**src/rtl/ssr_pkg.sv**
```systemverilog
package ssr_pkg;
    parameter int unsigned VEC_W_DEF       = 27;
    parameter int unsigned PG_W_DEF        = 4;
    parameter int unsigned SYNC_STAGES_DEF = 2;

    typedef enum logic {
        SH_IDLE = 1'b0,
        SH_BUSY = 1'b1
    } sh_phase_e;
endpackage

```
**src/rtl/ssr_sync.sv**
```systemverilog
module ssr_sync #(
    parameter int unsigned W      = 8,
    parameter int unsigned STAGES = 2
) (
    input  logic         clk,
    input  logic         rst_n,
    input  logic [W-1:0] d,
    output logic [W-1:0] q
);
    logic [STAGES-1:0][W-1:0] pipe_d, pipe_q;

    always_comb begin
        pipe_d[0] = d;
        for (int i = 1; i < int'(STAGES); i++) begin
            pipe_d[i] = pipe_q[i-1];
        end
    end

    always_ff @(posedge clk or negedge rst_n) begin
        if (!rst_n) pipe_q <= '0;
        else        pipe_q <= pipe_d;
    end

    assign q = pipe_q[STAGES-1];
endmodule

```
**src/rtl/ssr_recorder.sv**
```systemverilog
module ssr_recorder #(
    parameter int unsigned VEC_W = 27,
    parameter int unsigned PG_W  = 4,
    localparam int unsigned REC_W  = VEC_W - 1,
    localparam int unsigned STAT_W = VEC_W - 1 - PG_W
) (
    input  logic              clk,
    input  logic              rst_n,
    input  logic [PG_W-1:0]   pg_s,
    input  logic [STAT_W-1:0] stat_s,
    input  logic              clr_req,
    output logic [REC_W-1:0]  rec_vec,
    output logic              dirty,
    output logic              pg_fall
);
    typedef struct packed {
        logic [PG_W-1:0]  pg_prev;
        logic [REC_W-1:0] rec;
        logic             dirty;
    } rec_st_t;

    rec_st_t st_d, st_q;
    logic    fall_any;

    always_comb begin
        st_d         = st_q;
        st_d.pg_prev = pg_s;
        fall_any     = |(st_q.pg_prev & ~pg_s);
        if (!st_q.dirty) begin
            st_d.rec = {pg_s, stat_s};
        end
        if (fall_any) begin
            st_d.dirty = 1'b1;
        end else if (clr_req) begin
            st_d.dirty = 1'b0;
        end
    end

    always_ff @(posedge clk or negedge rst_n) begin
        if (!rst_n) st_q <= '0;
        else        st_q <= st_d;
    end

    assign rec_vec = st_q.rec;
    assign dirty   = st_q.dirty;
    assign pg_fall = fall_any;
endmodule

```
**src/rtl/ssr_shifter.sv**
```systemverilog
module ssr_shifter
    import ssr_pkg::*;
#(
    parameter int unsigned VEC_W = 27,
    localparam int unsigned CNT_W = $clog2(VEC_W + 1)
) (
    input  logic             clk,
    input  logic             rst_n,
    input  logic             load,
    input  logic [VEC_W-1:0] vec_in,
    input  logic             sclk_s,
    output logic             sdo,
    output logic             read_done
);
    localparam logic [CNT_W-1:0] LAST = CNT_W'(VEC_W - 1);

    typedef struct packed {
        sh_phase_e        phase;
        logic             sclk_prev;
        logic [CNT_W-1:0] cnt;
        logic [VEC_W-1:0] shreg;
        logic             done;
    } sh_st_t;

    sh_st_t st_d, st_q;
    logic   sclk_fall;

    always_comb begin
        st_d           = st_q;
        st_d.done      = 1'b0;
        st_d.sclk_prev = sclk_s;
        sclk_fall      = st_q.sclk_prev & ~sclk_s;
        if (load) begin
            st_d.shreg = vec_in;
            st_d.cnt   = '0;
            st_d.phase = SH_BUSY;
        end else if (sclk_fall) begin
            st_d.shreg = {st_q.shreg[VEC_W-2:0], 1'b0};
            if (st_q.phase == SH_BUSY) begin
                st_d.cnt = st_q.cnt + CNT_W'(1);
                if (st_q.cnt == LAST) begin
                    st_d.phase = SH_IDLE;
                    st_d.done  = 1'b1;
                end
            end
        end
    end

    always_ff @(posedge clk or negedge rst_n) begin
        if (!rst_n) begin
            st_q       <= '0;
            st_q.phase <= SH_IDLE;
        end else begin
            st_q <= st_d;
        end
    end

    assign sdo       = st_q.shreg[VEC_W-1];
    assign read_done = st_q.done;
endmodule

```
**src/rtl/stat_serial_reporter.sv**
```systemverilog
module stat_serial_reporter
    import ssr_pkg::*;
#(
    parameter int unsigned VEC_W       = VEC_W_DEF,
    parameter int unsigned PG_W        = PG_W_DEF,
    parameter int unsigned SYNC_STAGES = SYNC_STAGES_DEF,
    localparam int unsigned STAT_W = VEC_W - 1 - PG_W,
    localparam int unsigned IN_W   = STAT_W + PG_W + 3
) (
    input  logic              clk,
    input  logic              rst_n,
    input  logic [STAT_W-1:0] stat_in,
    input  logic [PG_W-1:0]   pg_in,
    input  logic              soft_off,
    input  logic              snap_req,
    input  logic              shift_clk,
    output logic              sdo,
    output logic              fault_latched
);
    logic [IN_W-1:0]   raw_in, syn_in;
    logic [STAT_W-1:0] stat_s;
    logic [PG_W-1:0]   pg_s;
    logic              off_s, snap_s, sclk_s;
    logic              snap_prev_d, snap_prev_q;
    logic              snap_load;
    logic [VEC_W-2:0]  rec_vec;
    logic              dirty, pg_fall, read_done, clr_req;

    assign raw_in = {stat_in, pg_in, soft_off, snap_req, shift_clk};

    ssr_sync #(.W(IN_W), .STAGES(SYNC_STAGES)) u_sync (
        .clk   (clk),
        .rst_n (rst_n),
        .d     (raw_in),
        .q     (syn_in)
    );

    assign {stat_s, pg_s, off_s, snap_s, sclk_s} = syn_in;

    always_comb begin
        snap_prev_d = snap_s;
        snap_load   = snap_s & ~snap_prev_q;
    end

    always_ff @(posedge clk or negedge rst_n) begin
        if (!rst_n) snap_prev_q <= 1'b0;
        else        snap_prev_q <= snap_prev_d;
    end

    assign clr_req = read_done & off_s;

    ssr_recorder #(.VEC_W(VEC_W), .PG_W(PG_W)) u_rec (
        .clk     (clk),
        .rst_n   (rst_n),
        .pg_s    (pg_s),
        .stat_s  (stat_s),
        .clr_req (clr_req),
        .rec_vec (rec_vec),
        .dirty   (dirty),
        .pg_fall (pg_fall)
    );

    ssr_shifter #(.VEC_W(VEC_W)) u_shift (
        .clk       (clk),
        .rst_n     (rst_n),
        .load      (snap_load),
        .vec_in    ({dirty, rec_vec}),
        .sclk_s    (sclk_s),
        .sdo       (sdo),
        .read_done (read_done)
    );

    assign fault_latched = dirty;
endmodule

```
**config.mk**
```make
export PLATFORM = sky130hd
export DESIGN_NAME = stat_serial_reporter
export DESIGN_NICKNAME = d
export VERILOG_FILES = /design/src/rtl/ssr_pkg.sv /design/src/rtl/ssr_sync.sv /design/src/rtl/ssr_recorder.sv /design/src/rtl/ssr_shifter.sv /design/src/rtl/stat_serial_reporter.sv
export SDC_FILE = /design/constraint.sdc
export NUM_CORES = 1
export LEC_CHECK = 0
export ABC_AREA = 0
export CAP_MARGIN = 20
export CORE_MARGIN = 2
export CORE_UTILIZATION = 44
export DETAILED_ROUTE_END_ITERATION = 16
export GPL_TIMING_DRIVEN = 0
export HOLD_SLACK_MARGIN = 0.1
export PLACE_DENSITY = 0.63
export SLEW_MARGIN = 20
export SYNTH_ARGS = -nofsm -noshare
export SYNTH_HDL_FRONTEND = slang
export SYNTH_HIERARCHICAL = 1
export SYNTH_SLANG_ARGS = --single-unit
export TNS_END_PERCENT = 1
```
**constraint.sdc**
```tcl
create_clock -name clk -period 1.7 [get_ports clk]
set_input_delay 0.34 -clock clk [delete_from_list [all_inputs] [get_ports clk]]
set_output_delay 0.34 -clock clk [all_outputs]
set_load 0.005 [all_outputs]
```
==> results_dict.tcl, run 1 <==
set metrics [dict create \
    start_util 0.448 \
    grt_max_degree 72 \
    clkTransAtPathRegs_ns 0.06 \
    r2r_end "u_shift/st_q[31]" \
    status "finished, final reports clean" \
    layout_commonest_cell "dfrtp_1" \
    min_path_cells 1 \
    grt_pass1_vias 2514 \
    first_pass_iters 4 \
    vias 2322 \
    period_share 0.906 \
    hold_class "in2reg" \
    hpwlAfterDp_um 4070 \
    hp-start "stat_in[21]" \
    detail_route.vias_per_cell 4.54 \
    wire_per_inst_um 12.8 \
    syn_avg_cell_area_um2 14.7 \
    fin_worst_skew_ns 0.00841 \
    cp.arrival_ns 1.93 \
    path_max_fanout 10 \
    drc 0 \
    place_ws_ns 0.161 \
    start_kind "flop" \
    end_kind "flop" \
    rows 37 \
    setup_viol 0 \
    hold_viol_final 0 \
    diodes 0 \
    maxCapViolCount 0 \
    worst_pin_slew_ns 0.624 \
    nNetsFinal 397 \
    track_usage 0.139 \
    yosysWarningCount 6 \
    fill_cells 870 \
    rr_startpoint "snap_prev_q" \
    fp.dieH_um 106 \
    period_minus_slack_ns 1.54 \
    final_util 0.559 \
    reg2reg_depth 5 \
    io_pins 33 \
    cts.sinks 125 \
    routed_wirelength_um 6560 \
    clockRootBuffer "clkbuf_8" \
    drive_above_1_share 0.251 \
    drt_iter0_drc 103 \
    pwr_density_cell_nw_per_um2 1350 \
    grt_remaining_overflow 0 \
    area_growth_pct 24.8 \
    grt_pass1_wl_um 11700 \
    required_ns 2.09 \
    slew_headroom 0.584 \
    holdWs_ns 0.265 \
    reg2reg_slack_ns 0.16 \
    p_leak_nw 2.61 \
    max_freq_mhz 649 \
    antenna_left 0 \
    h-tree-depth 4 \
    die_area_um2 11200 \
    core_area_um2 10200 \
    cts_tree "yes" \
    setup_slack_ns 0.160 \
    crit_type "reg2reg" \
    slew_viol_final 0 \
    ir_worst_vdd_v 0.000727 \
    chipWidth_um 106 \
    layout_common_cells "dfrtp_1, nand2_1, clkdlybuf4s50_1, buf_4, mux2i_1" \
    syn_nets 343 \
    clockBufferDepth 2 \
    syn-instance-count 310 \
    multi_input_comb_area_um2 1090 \
    regArea_um2 3130 \
    insertion_delay_ns 0.51 \
    place.gp.congestion 0.734 \
    antenna_found_initial 0 \
    port_buffers 32 \
    syn_area_um2 4560 \
    cts_made_buffers 17 \
    min_to "u_sync/pipe_d[57]" \
    rsz0062_at_grt "false" \
]
## how the worst max path moves through the flow
stage	startpoint	end	slack, ns
floorplan	snap_prev_q	u_shift/st_q[31]	0.40
global placement	rst_n	u_sync/q[19]	-4.41
detailed placement	snap_prev_q	u_shift/st_q[31]	0.16
CTS	snap_prev_q	u_shift/st_q[31]	0.14
global route	snap_prev_q	u_shift/st_q[31]	0.05
finish	snap_prev_q	u_shift/st_q[31]	0.16
## critical path: stages, from the launching register on
cell and delay [ns]:
dfrtp_1 0.39, nor2b_4 0.10, buf_2 0.20, clkbuf_1 0.37, nor2_1 0.09, mux2_2 0.27
## flip-flops by register name, indices dropped and copies added (netlist names), 4 cells and up
name / cells
u_sync/q: 29
u_rec/rec_vec: 26
u_rec/st_q: 4
u_sync/pipe_d: 29
u_shift/st_q: 33
## power by group
group | total (W) | internal, W | switching [W]
sequential | 0.00345 | 0.00329 | 0.000162
clock | 0.00357 | 0.00241 | 0.00117
combinational | 0.000650 | 0.000401 | 0.000249
## metal layers
layer | wire [um] | track usage | up-vias | part of all wire
met4 | 89 | 0.0592 | 0 | 0.014
li1 | - | - | 1114 | -
met2 | 3100 | 0.207 | 42 | 0.47
met1 | 3100 | 0.175 | 1160 | 0.47
met5 | 0 | 0 | - | 0
met3 | 271 | 0.0631 | 6 | 0.041
## stage by stage
stage,area (um2),instances,total power (W),setup TNS (ns)
6_report,5690,511,0.00767,0
5_1_grt,5690,511,0.00802,0
4_1_cts,5690,511,0.00779,0
3_5_place_dp,5080,479,0.00416,0
3_3_place_gp,5050,478,0.00413,-549.47
2_1_floorplan,4560,310,0.00391,0
## what timing repair did
action | 4_1_cts | 5_1_grt
setup endpoints to repair | 2 | 0
hold buffers | 1 | 0
endpoints found under the hold margin | 70 | 0
setup buffers | 1 | 0
gates resized for setup | 2 | 0
## final cells by class
cell class	instances	area share
plain buffers	39	0.0556
clock buffers	24	0.0862
clock inverters	6	0.0189
inverters	6	0.00396
multi-input cells	140	0.192
flip-flops and latches	125	0.549
well taps	136	0.0299
repair buffers	35	0.0640
Note: power is estimated with default switching activity, not from simulation.
==> inputs of run 2 (changes only) <==
Settings changed: CAP_MARGIN 20 to default.
==> results of run 2 <==
The final DEF is identical to that of run 1; final timing and power are the same.
